### src/rtl/cpc_pkg.sv
package cpc_pkg;
  localparam int KIND_W = 4;

  typedef enum logic [KIND_W-1:0] {
    CK_IDLE  = 4'd0,
    CK_FETCH = 4'd1,
    CK_RD4   = 4'd2,
    CK_WR4   = 4'd3,
    CK_RD16  = 4'd4,
    CK_WR16  = 4'd5,
    CK_VEC   = 4'd6,
    CK_HALT  = 4'd7,
    CK_SLEEP = 4'd8,
    CK_RESP  = 4'd9
  } cyc_kind_e;

  localparam logic [1:0] BS_IDLE = 2'b00;
  localparam logic [1:0] BS_VEC  = 2'b01;
  localparam logic [1:0] BS_WR   = 2'b10;
  localparam logic [1:0] BS_RD   = 2'b11;

  typedef struct packed {
    logic       fetch_n;
    logic       rd_n;
    logic       wr_n;
    logic       vec_n;
    logic       wide_n;
    logic [1:0] stat;
    logic       ack_n;
    logic       nmi_ack_n;
  } pin_s;

  localparam pin_s PIN_IDLE = '{fetch_n: 1'b1, rd_n: 1'b1, wr_n: 1'b1,
                                vec_n: 1'b1, wide_n: 1'b1, stat: BS_IDLE,
                                ack_n: 1'b1, nmi_ack_n: 1'b1};
endpackage

### src/rtl/cpc_sync.sv
module cpc_sync #(
  parameter int   STAGES  = 2,
  parameter logic RST_VAL = 1'b1
) (
  input  logic clk,
  input  logic rst_n,
  input  logic din,
  output logic dout
);
  logic [STAGES-1:0] chain_q;

  for (genvar i = 0; i < STAGES; i++) begin : g_stage
    if (i == 0) begin : g_first
      always_ff @(posedge clk or negedge rst_n) begin
        if (!rst_n) chain_q[0] <= RST_VAL;
        else        chain_q[0] <= din;
      end
    end else begin : g_next
      always_ff @(posedge clk or negedge rst_n) begin
        if (!rst_n) chain_q[i] <= RST_VAL;
        else        chain_q[i] <= chain_q[i-1];
      end
    end
  end

  assign dout = chain_q[STAGES-1];
endmodule

### src/rtl/cpc_irq_cond.sv
module cpc_irq_cond (
  input  logic clk,
  input  logic rst_n,
  input  logic nmi_s_n,
  input  logic irq_s_n,
  input  logic flag,
  input  logic take_resp,
  output logic nmi_pend,
  output logic irq_pend
);
  logic nmi_prev_q, nmi_lat_q;
  logic nmi_prev_d, nmi_lat_d;
  logic nmi_fall;

  always_comb begin
    nmi_fall   = nmi_prev_q & ~nmi_s_n;
    nmi_prev_d = nmi_s_n;
    nmi_lat_d  = nmi_lat_q;
    if (take_resp && nmi_lat_q) nmi_lat_d = 1'b0;
    if (nmi_fall)               nmi_lat_d = 1'b1;
  end

  always_ff @(posedge clk or negedge rst_n) begin
    if (!rst_n) begin
      nmi_prev_q <= 1'b1;
      nmi_lat_q  <= 1'b0;
    end else begin
      nmi_prev_q <= nmi_prev_d;
      nmi_lat_q  <= nmi_lat_d;
    end
  end

  assign nmi_pend = nmi_lat_q;
  assign irq_pend = ~irq_s_n & flag;
endmodule

### src/rtl/cpc_power.sv
module cpc_power
  import cpc_pkg::*;
#(
  parameter int KW = KIND_W
) (
  input  logic          clk,
  input  logic          rst_n,
  input  logic [KW-1:0] kind,
  input  logic          wake,
  output logic          stopped,
  output logic          sleeping
);
  logic stop_q, slp_q, stop_d, slp_d, upd_en;

  always_comb begin
    stop_d = stop_q;
    slp_d  = slp_q;
    upd_en = 1'b0;
    if (stop_q) begin
      if (wake) begin
        stop_d = 1'b0;
        slp_d  = 1'b0;
        upd_en = 1'b1;
      end
    end else if (kind == CK_HALT) begin
      stop_d = 1'b1;
      upd_en = 1'b1;
    end else if (kind == CK_SLEEP) begin
      stop_d = 1'b1;
      slp_d  = 1'b1;
      upd_en = 1'b1;
    end
  end

  always_ff @(posedge clk or negedge rst_n) begin
    if (!rst_n) begin
      stop_q <= 1'b0;
      slp_q  <= 1'b0;
    end else if (upd_en) begin
      stop_q <= stop_d;
      slp_q  <= slp_d;
    end
  end

  assign stopped  = stop_q;
  assign sleeping = slp_q;
endmodule

### src/rtl/cpc_bus_dec.sv
module cpc_bus_dec
  import cpc_pkg::*;
#(
  parameter int KW = KIND_W
) (
  input  logic          clk,
  input  logic          rst_n,
  input  logic [KW-1:0] kind,
  input  logic          stopped,
  input  logic          nmi_sel,
  output pin_s          pins
);
  pin_s pins_d, pins_q;

  always_comb begin
    pins_d = PIN_IDLE;
    if (!stopped) begin
      case (kind)
        CK_FETCH: pins_d.fetch_n = 1'b0;
        CK_RD4: begin
          pins_d.rd_n = 1'b0;
          pins_d.stat = BS_RD;
        end
        CK_WR4: begin
          pins_d.wr_n = 1'b0;
          pins_d.stat = BS_WR;
        end
        CK_RD16: begin
          pins_d.rd_n   = 1'b0;
          pins_d.wide_n = 1'b0;
          pins_d.stat   = BS_RD;
        end
        CK_WR16: begin
          pins_d.wr_n   = 1'b0;
          pins_d.wide_n = 1'b0;
          pins_d.stat   = BS_WR;
        end
        CK_VEC: begin
          pins_d.vec_n = 1'b0;
          pins_d.stat  = BS_VEC;
        end
        CK_RESP: begin
          pins_d.ack_n     = 1'b0;
          pins_d.nmi_ack_n = ~nmi_sel;
        end
        default: pins_d = PIN_IDLE;
      endcase
    end
  end

  always_ff @(posedge clk or negedge rst_n) begin
    if (!rst_n) pins_q <= PIN_IDLE;
    else        pins_q <= pins_d;
  end

  assign pins = pins_q;
endmodule

### src/rtl/cpu_pin_ctl.sv
module cpu_pin_ctl
  import cpc_pkg::*;
#(
  parameter int SYNC_STAGES = 2,
  parameter int RST_STAGES  = 2
) (
  input  logic              clk,
  input  logic              rst_n,
  input  logic [KIND_W-1:0] cyc_kind,
  input  logic              int_flag,
  input  logic              nmi_n,
  input  logic              irq_n,
  output logic              fetch_n,
  output logic              rd_n,
  output logic              wr_n,
  output logic              vec_rd_n,
  output logic              wide_n,
  output logic [1:0]        bus_stat,
  output logic              int_ack_n,
  output logic              nmi_ack_n,
  output logic              stop_n,
  output logic              sleep_n,
  output logic              iflag_n,
  output logic              int_pend,
  output logic              nmi_pend
);
  logic rst_s_n, nmi_s_n, irq_s_n, irq_p, nmi_p;
  logic stopped, sleeping, take_resp, iflag_q;
  pin_s pins;

  cpc_sync #(.STAGES(RST_STAGES), .RST_VAL(1'b0)) u_rst_sync (
    .clk(clk), .rst_n(rst_n), .din(1'b1), .dout(rst_s_n));

  cpc_sync #(.STAGES(SYNC_STAGES), .RST_VAL(1'b1)) u_nmi_sync (
    .clk(clk), .rst_n(rst_s_n), .din(nmi_n), .dout(nmi_s_n));

  cpc_sync #(.STAGES(SYNC_STAGES), .RST_VAL(1'b1)) u_irq_sync (
    .clk(clk), .rst_n(rst_s_n), .din(irq_n), .dout(irq_s_n));

  assign take_resp = (cyc_kind == CK_RESP) && !stopped;

  cpc_irq_cond u_irq (
    .clk(clk), .rst_n(rst_s_n), .nmi_s_n(nmi_s_n), .irq_s_n(irq_s_n),
    .flag(int_flag), .take_resp(take_resp),
    .nmi_pend(nmi_p), .irq_pend(irq_p));

  cpc_power #(.KW(KIND_W)) u_pwr (
    .clk(clk), .rst_n(rst_s_n), .kind(cyc_kind), .wake(nmi_p | irq_p),
    .stopped(stopped), .sleeping(sleeping));

  cpc_bus_dec #(.KW(KIND_W)) u_dec (
    .clk(clk), .rst_n(rst_s_n), .kind(cyc_kind), .stopped(stopped),
    .nmi_sel(nmi_p), .pins(pins));

  always_ff @(posedge clk or negedge rst_s_n) begin
    if (!rst_s_n) iflag_q <= 1'b1;
    else          iflag_q <= ~int_flag;
  end

  assign fetch_n   = pins.fetch_n;
  assign rd_n      = pins.rd_n;
  assign wr_n      = pins.wr_n;
  assign vec_rd_n  = pins.vec_n;
  assign wide_n    = pins.wide_n;
  assign bus_stat  = pins.stat;
  assign int_ack_n = pins.ack_n;
  assign nmi_ack_n = pins.nmi_ack_n;
  assign stop_n    = rst_s_n & ~stopped;
  assign sleep_n   = ~sleeping;
  assign iflag_n   = iflag_q;
  assign int_pend  = nmi_p | irq_p;
  assign nmi_pend  = nmi_p;
endmodule

### config.mk
export PLATFORM = sky130hd
export DESIGN_NAME = cpu_pin_ctl
export DESIGN_NICKNAME = d
export VERILOG_FILES = /design/src/rtl/cpc_pkg.sv /design/src/rtl/cpc_sync.sv /design/src/rtl/cpc_irq_cond.sv /design/src/rtl/cpc_power.sv /design/src/rtl/cpc_bus_dec.sv /design/src/rtl/cpu_pin_ctl.sv
export SDC_FILE = /design/constraint.sdc
export NUM_CORES = 1
export LEC_CHECK = 0
export BUFFER_PORTS_ARGS = -buffer_cell sky130_fd_sc_hd__buf_2
export CORE_ASPECT_RATIO = 1.25
export CORE_MARGIN = 1
export CORE_UTILIZATION = 31
export DETAILED_ROUTE_END_ITERATION = 8
export PLACE_DENSITY_LB_ADDON = 0.15
export RECOVER_POWER = 50
export SLEW_MARGIN = 0
export SYNTH_ARGS = -nofsm -noshare
export SYNTH_HDL_FRONTEND = slang
export SYNTH_HIERARCHICAL = 1
export SYNTH_SLANG_ARGS = --single-unit
### constraint.sdc
create_clock -name clk -period 2.3 [get_ports clk]
set_input_delay 0.23 -clock clk [delete_from_list [all_inputs] [get_ports clk]]
set_output_delay 0.23 -clock clk [all_outputs]
set_load 0.02 [all_outputs]
==> results of run 1 <==
area by class of cell:
type	count	area, µm²
Clock buffer	4	36.3
Fill cell	218	1280
Inverter	5	18.8
Multi-Input combinational cell	26	193
Sequential cell	20	517
Tap cell	31	38.8
Timing Repair Buffer	24	125
power by group through the flow:
stage / Combinational, mW / Sequential [mW] / Clock (mW)
final: 0.151 / 0.426 / 0.195
after detailed placement: 0.152 / 0.432 / 0
after CTS: 0.153 / 0.426 / 0.207
after global placement: 0.152 / 0.431 / 0
after floorplan: 0.0758 / 0.451 / 0
after global routing: 0.166 / 0.432 / 0.216
metal layers:
layer	wire length, µm	track usage [%]
met3	47	1.95
met2	503	13.7
met4	25	6.49
met5	0	0
met1	508	13.1
synthesized netlist by cell type:
cell,n,area (µm²)
a21oi_1,1,5.00
and2_1,1,6.26
and2b_2,1,8.76
and4b_2,1,11.3
conb_1,1,3.75
dfrtp_1,7,175
dfstp_2,13,342
inv_1,5,18.8
nand2_1,1,3.75
nand3_1,1,5.00
nand3b_1,3,22.5
nand4b_1,2,17.5
nand4bb_1,1,11.3
nor2_1,4,15.0
nor2b_1,1,6.26
nor3_1,1,5.00
nor3b_1,1,7.51
nor4_1,1,6.26
nor4b_4,1,23.8
o22ai_1,1,6.26
o22ai_2,1,12.5
or2_2,1,6.26
xor2_1,1,8.76
worst max-delay path, delay by kind of cell (launching register included):
family | cells | cell delay [ps]
flip-flops | 1 | 530
AND/OR/NAND/NOR | 2 | 340
buffers and inverters | 1 | 170
cells by family after synthesis:
| logic type | Yosys count | synth area share (%) |
|---|---|---|
| compound gates | 3 | 3.26 |
| buf+inv | 5 | 2.58 |
| simple gates | 21 | 21.5 |
| other cells | 1 | 0.515 |
| flops | 20 | 71.0 |
| xor+xnor | 1 | 1.20 |
metrics by stage:
stage	hold WS [ps]	total power [mW]	cells
2_1_floorplan	-65.6	0.526	51
3_5_place_dp	16.4	0.583	105
4_1_cts	7.00	0.786	110
5_1_grt	2.65	0.814	110
3_3_place_gp	14.9	0.582	105
6_report	21.8	0.772	110
flip-flops by register name, summed over array words and instances (netlist names):
register,flops
u_pwr/stopped,1
u_nmi_sync/chain_q,1
u_pwr/sleeping,1
u_rst_sync/dout,1
u_irq_sync/dout,1
u_dec/pins,9
iflag_n,1
u_irq/nmi_pend,1
u_nmi_sync/dout,1
u_irq/nmi_prev_q,1
u_rst_sync/chain_q,1
u_irq_sync/chain_q,1
repair_timing:
| action | in CTS | in global routing |
|---|---|---|
| hold buffers | 1 | 0 |
| endpoints found under the hold margin | 2 | 0 |
| resized for setup | 0 | 0 |
| endpoints found under the setup margin | 0 | 0 |
worst max-delay path by stage:
stage,depth (start not counted),startpoint,end
6_report,3,u_irq_sync/dout$_DFF_PN1_,int_pend
2_1_floorplan,1,u_rst_sync/dout$_DFF_PN0_,stop_n
5_1_grt,3,u_irq_sync/dout$_DFF_PN1_,int_pend
4_1_cts,3,u_irq_sync/dout$_DFF_PN1_,int_pend
3_3_place_gp,3,u_irq_sync/dout$_DFF_PN1_,int_pend
3_5_place_dp,3,u_irq_sync/dout$_DFF_PN1_,int_pend
==> impl_metrics.json, run 1 <==
{
  "worstHoldPathType": "primary input to flip-flop",
  "dieArea_um2": 2550,
  "maxSlewViolCount": 0,
  "min_to": "u_irq_sync/chain_q[0]$_DFF_PN1_",
  "setup_violations": 0,
  "insertion_delay_ps": 290,
  "rsz0062_at_grt": "false",
  "min_path_cells": 1,
  "clkTransAtPathRegs_ps": 100,
  "max_freq_mhz": 642,
  "cts_tree": "done",
  "synth-seq-area-share_pct": 71.0,
  "reg2reg_to": "u_pwr/sleeping$_DFFE_PN0P_",
  "die_h_um": 56.2,
  "vias": 471,
  "p_per_area_nw_per_um2": 831,
  "ant_nets": 0,
  "antenna_found_initial": 0,
  "p_comb_share_pct": 19.5,
  "drt_iter0_markers": 4,
  "critical_path.reg2reg.startpoint": "u_irq_sync/dout$_DFF_PN1_",
  "synth.distinct_cells": 23,
  "final_cell_mix": "20 x buf_2, 13 x dfstp_2, 7 x dfrtp_1, 5 x inv_1, 4 x nor2_1",
  "cp.required_ps": 2070,
  "cp.arrival_ps": 1330,
  "drtPass1Iterations": 3,
  "status": "complete, no violations",
  "nNetsFinal": 89,
  "drt-vias-per-instance": 4.28,
  "reg2regPathDepth": 3,
  "worst_clock_skew_ps": 2.25,
  "peakVddDrop_mv": 0.435,
  "internal-power_mw": 0.556,
  "syn_to_final_growth_pct": 27.5,
  "netlist_instances": 51,
  "drv_cap": 0,
  "start_util_pct": 32.9,
  "htree_levels": 1,
  "hold_viol_final": 0,
  "syn_avg_cell_area_um2": 14.3,
  "crit_path_top_delay_cell": "dfstp_2",
  "p_sw_share_pct": 28.0,
  "power_switching_mw": 0.216,
  "design_area_um2": 928,
  "core.rowCount": 19,
  "fin_crit_ps": 1560,
  "ioPinCount": 23,
  "cpPeakStageDelay_ps": 530,
  "clockPowerShare_pct": 25.3,
  "synth_seq_cells": 20,
  "grt_max_degree": 20,
  "grt_pass1_wl_mm": 1.78,
  "crit_type": "flip-flop to primary output",
  "dp_slack_ps": 1070,
  "reg2reg_slack_ps": 1190,
  "cp-end-kind": "primary output",
  "yosys_warnings": 6,
  "fin_util_pct": 42.0,
  "static-leakage-power_nw": 0.405,
  "placed_area_um2": 885,
  "fin_crit_sh_pct": 67.8,
  "worstHoldStart": "irq_n",
  "io_buffers": 22,
  "overflow": 0,
  "antenna_cells": 0,
  "power_frac_seq_pct": 55.2,
  "crit_chain": "nor2b_1 > or2_2 > buf_2",
  "fin_ws_ps": 742,
  "drive_gt1_share_pct": 54.4,
  "cts_buffers": 3,
  "cp_max_fo": 3,
  "gr-usage-all-layers_pct": 9.70,
  "synth_nets": 60,
  "finalSetupTns_ps": 0,
  "drc": 0,
  "cp-start-kind": "flip-flop",
  "hpwl_um": 768,
  "cts_setup_buffers": 0,
  "clock-root-buffer": "clkbuf_4",
  "clock_sinks": 20,
  "synth_area_um2": 728,
  "clock_path_buffers": 2,
  "gp_congestion": 0.668,
  "first_global_vias": 431,
  "core_area_um2": 2210,
  "final_common_cell": "buf_2",
  "wl_per_cell_um": 9.85,
  "routed_wirelength_mm": 1.08,
  "die_w_um": 45.4
}
No activity file was read; power rests on OpenSTA's default activity.
==> inputs of run 2 (changes only) <==
clock period = 1.5 ns   (was 2.3 ns; I/O delays follow)
==> impl_metrics.json, run 2 (same netlist as run 1, synthesis figures left out) <==
{
  "fin_crit_sh_pct": 92.6,
  "grt_max_degree": 19,
  "cts_setup_buffers": 0,
  "htree_levels": 1,
  "cts_tree": "done",
  "core.rowCount": 19,
  "worstHoldPathType": "primary input to flip-flop",
  "gp_congestion": 0.670,
  "clkTransAtPathRegs_ps": 100,
  "cp.arrival_ps": 1240,
  "cts_buffers": 3,
  "place_inst": 105,
  "crit_type": "flip-flop to primary output",
  "grt_pass1_wl_mm": 1.89,
  "peakVddDrop_mv": 0.766,
  "core_area_um2": 2210,
  "routed_wirelength_mm": 1.15,
  "drtPass1Iterations": 2,
  "cp-end-kind": "primary output",
  "hold_viol_final": 0,
  "max_freq_mhz": 720,
  "gr-usage-all-layers_pct": 10.6,
  "drt-vias-per-instance": 4.39,
  "largest_reg_flops": 9,
  "static-leakage-power_nw": 0.422,
  "tightest_slew_ps": 932,
  "overflow": 0,
  "die_w_um": 45.4,
  "final_common_cell": "buf_2",
  "io_buffers": 22,
  "drive_gt1_share_pct": 51.2,
  "syn_to_final_growth_pct": 32.5,
  "clock_path_buffers": 2,
  "rsz0062_at_grt": "false",
  "antenna_cells": 0,
  "finalNonFillerCells": 113,
  "clock-root-buffer": "clkbuf_4",
  "drt_iter0_markers": 5,
  "vias": 496,
  "cp.required_ps": 1350,
  "finalSetupTns_ps": 0,
  "ioPinCount": 23,
  "first_global_vias": 437,
  "final_cell_mix": "20 x buf_2, 12 x dfstp_2, 7 x dfrtp_1, 5 x inv_1",
  "wl_per_cell_um": 10.2,
  "cp_max_fo": 3,
  "ant_nets": 0,
  "drv_cap": 0,
  "fin_crit_ps": 1390,
  "cp-start-kind": "flip-flop",
  "maxSlewViolCount": 0,
  "nNetsFinal": 92,
  "worst_clock_skew_ps": 1.45,
  "drc": 0,
  "relSlewSlack_pct": 37.9,
  "status": "complete, no violations",
  "start_util_pct": 32.9,
  "insertion_delay_ps": 290,
  "clock_sinks": 20,
  "setup_violations": 0,
  "antenna_found_initial": 0,
  "dieArea_um2": 2550,
  "die_h_um": 56.2,
  "p_per_area_nw_per_um2": 1240,
  "hpwl_um": 807
}
==> run 2: area by class of cell <==
cell class                 count  area [µm²]
tap                           31        38.8
timing repair buffer          27         159
fill                         219        1250
sequential                    20         517
multi-input combinational     26         195
clock buffer                   4        36.3
inverter                       5        18.8
==> run 2: worst max-delay path, stage by stage, from the launching register on <==
cell	delay (ps)
dfstp_2	530
nor2b_1	40
or2_4	260
buf_6	130
==> run 2: layer usage <==
metal	GRT usage (%)	wire [µm]	up-vias
met3	2.27	65	4
li1	-	-	235
met5	0	0	-
met4	9.09	38	0
met1	14.6	516	239
met2	13.7	534	18
==> run 2: worst paths after layout <==
kind	startpoint	end	slack, ps	cells after the start
worst max-delay path	u_irq_sync/dout$_DFF_PN1_	int_pend	110	3
min in group asynchronous	rst_n	u_rst_sync/chain_q[0]$_DFF_PN0_	160	2
max in group asynchronous	u_rst_sync/dout$_DFF_PN0_	u_irq/nmi_pend$_DFFE_PN0P_	460	1
worst max register to register	u_rst_sync/dout$_DFF_PN0_	u_irq/nmi_pend$_DFFE_PN0P_	460	1
worst min-delay path	cyc_kind[3]	u_dec/pins[1]$_DFF_PN1_	100	2
worst min register to register	u_irq_sync/chain_q[0]$_DFF_PN1_	u_irq_sync/dout$_DFF_PN1_	360	0
==> run 2: stage by stage <==
step                total power [mW]  hold slack, ps  worst slack (ps)  instance area [µm²]  utilization (%)
global placement               0.893           -64.9               352                  885             40.0
CTS                             1.21            82.1              14.0                  967             43.7
finish                          1.19            97.8               111                  965             43.6
floorplan                      0.807            -146               372                  728                -
global route                    1.26            88.7              51.2                  965             43.6
detailed placement             0.895           -64.0               341                  885             40.0
==> run 2: timing repair <==
action | 4_1_cts | 5_1_grt
gates cloned | 0 | 0
hold buffers | 4 | 0
endpoints found under the setup margin | 1 | 1
endpoints found under the hold margin | 5 | 0
resized for setup | 2 | 1
==> run 2: where the power goes <==
group | internal [mW] | leakage (nW) | switching, mW
Clock | 0.148 | 0.0210 | 0.148
Sequential | 0.608 | 0.222 | 0.0439
Combinational | 0.105 | 0.179 | 0.139
Total | 0.861 | 0.422 | 0.330
==> inputs of run 3 (changes only) <==
clock period = 1.65 ns   (was 1.5 ns; I/O delays follow)
==> impl_metrics.json, run 3 (same netlist as run 1, synthesis figures left out) <==
{
  "status": "complete, no violations",
  "place_inst": 105,
  "critical_path.reg2reg.startpoint": "u_irq_sync/dout$_DFF_PN1_",
  "drt_iter0_markers": 0,
  "routed_wirelength_mm": 1.14,
  "crit_path_top_delay_cell": "dlygate4sd3_1",
  "maxSlewViolCount": 0,
  "static-leakage-power_nw": 0.410,
  "fin_crit_ps": 1590,
  "crit_chain": "dlygate4sd3_1 > buf_2 > nor2b_1 > or2_2 > buf_2",
  "cts_buffers": 3,
  "min_path_cells": 2,
  "cts_setup_buffers": 0,
  "finalSetupTns_ps": 0,
  "met3_length_um": 55,
  "nNetsFinal": 92,
  "path_buf_inv": 3,
  "ioPinCount": 23,
  "drive_gt1_share_pct": 50.0,
  "reg2reg_slack_ps": 550,
  "syn_to_final_growth_pct": 29.9,
  "clock_path_buffers": 2,
  "die_w_um": 45.4,
  "insertion_delay_ps": 290,
  "reg2reg_to": "u_pwr/sleeping$_DFFE_PN0P_",
  "drt-vias-per-instance": 4.22,
  "cp_max_fo": 3,
  "overflow": 0,
  "highest_layer": "met4",
  "hpwl_um": 816,
  "ant_nets": 0,
  "worstHoldPathType": "primary input to flip-flop",
  "clkTransAtPathRegs_ps": 90,
  "dp_slack_ps": 473,
  "fin_crit_sh_pct": 96.2,
  "antenna_found_initial": 0,
  "min_to": "u_dec/pins[1]$_DFF_PN1_",
  "fin_ws_ps": 62.0,
  "cpPeakStageDelay_ps": 530,
  "p_per_area_nw_per_um2": 1090,
  "die_h_um": 56.2,
  "path_common_cell": "buf_2",
  "cp.required_ps": 1480,
  "tightest_slew_ps": 906,
  "start_util_pct": 32.9,
  "cts_tree": "done",
  "antenna_cells": 0,
  "rsz0062_at_grt": "false",
  "worstHoldStart": "cyc_kind[3]",
  "critPathTopFamily": "buffers and inverters",
  "first_global_vias": 417,
  "cp-start-kind": "primary input",
  "num-fill-cells": 219,
  "crit_type": "primary input to primary output",
  "gr-usage-all-layers_pct": 10.6,
  "clock-root-buffer": "clkbuf_4",
  "finalNonFillerCells": 113,
  "io_buffers": 22,
  "largest_reg_flops": 9,
  "final_common_cell": "buf_2",
  "drv_cap": 0,
  "gp_congestion": 0.670,
  "drt-met1-wl_um": 513,
  "startpoint": "int_flag",
  "clock_sinks": 20,
  "grt_pass1_wl_mm": 1.86,
  "worst_clock_skew_ps": 6.09,
  "vias": 477,
  "wl_per_cell_um": 10.1,
  "dieArea_um2": 2550,
  "cp.arrival_ps": 1420,
  "wl_met2_um": 531,
  "core_area_um2": 2210,
  "relSlewSlack_pct": 39.6,
  "setup_violations": 0,
  "cp-end-kind": "primary output",
  "drtPass1Iterations": 1,
  "final_cell_mix": "21 x buf_2, 12 x dfstp_2, 7 x dfrtp_1, 5 x inv_1",
  "reg2regPathDepth": 3,
  "max_freq_mhz": 630,
  "drc": 0,
  "htree_levels": 1,
  "grt_max_degree": 19,
  "core.rowCount": 19,
  "peakVddDrop_mv": 0.687,
  "hold_viol_final": 0
}
==> run 3: layout make-up <==
type                    count  area [µm²]  area share [%]
flip-flops and latches     20         517            54.6
inverters                   5        18.8            1.98
multi-input cells          26         193            20.4
repair buffers             27         153            16.1
well taps                  31        38.8            4.10
clock buffers               4        26.3            2.78
==> run 3: how the worst max path moves through the flow <==
stage / end / slack (ps) / cells after the start
3_3_place_gp: int_pend / 490 / 3
2_1_floorplan: stop_n / 510 / 1
6_report: int_pend / 60 / 5
3_5_place_dp: int_pend / 470 / 3
5_1_grt: int_pend / 8 / 5
4_1_cts: int_pend / 60 / 5
==> run 3: worst register-to-register path: stages (launching register included) <==
cell and delay (ps):
dfstp_2 520, nor2b_1 30, or2_2 310, o22ai_1 160
==> run 3: repair_timing <==
| item | in CTS | in global routing |
|---|---|---|
| endpoints found under the hold margin | 5 | 0 |
| setup endpoints to repair | 0 | 0 |
| gates resized for setup | 0 | 0 |
| hold buffers | 4 | 0 |
==> run 3: routing by layer <==
layer / GRT usage, % / up-vias
met4: 10.4 / 0
met2: 13.3 / 18
met1: 14.2 / 219
li1: - / 236
met3: 2.27 / 4
met5: 0 / -
==> run 3: where the power goes <==
part	internal, mW	switching [mW]
Sequential	0.553	0.0404
Clock	0.0941	0.131
Combinational	0.0911	0.125
==> run 3: through the flow <==
step	hold slack, ps	util [%]	area, µm²	power (mW)
4_1_cts	109	43.0	951	1.06
3_3_place_gp	-49.9	40.0	885	0.812
2_1_floorplan	-131	-	728	0.734
6_report	120	42.8	946	1.03
3_5_place_dp	-48.4	40.0	885	0.815
5_1_grt	120	42.8	946	1.09
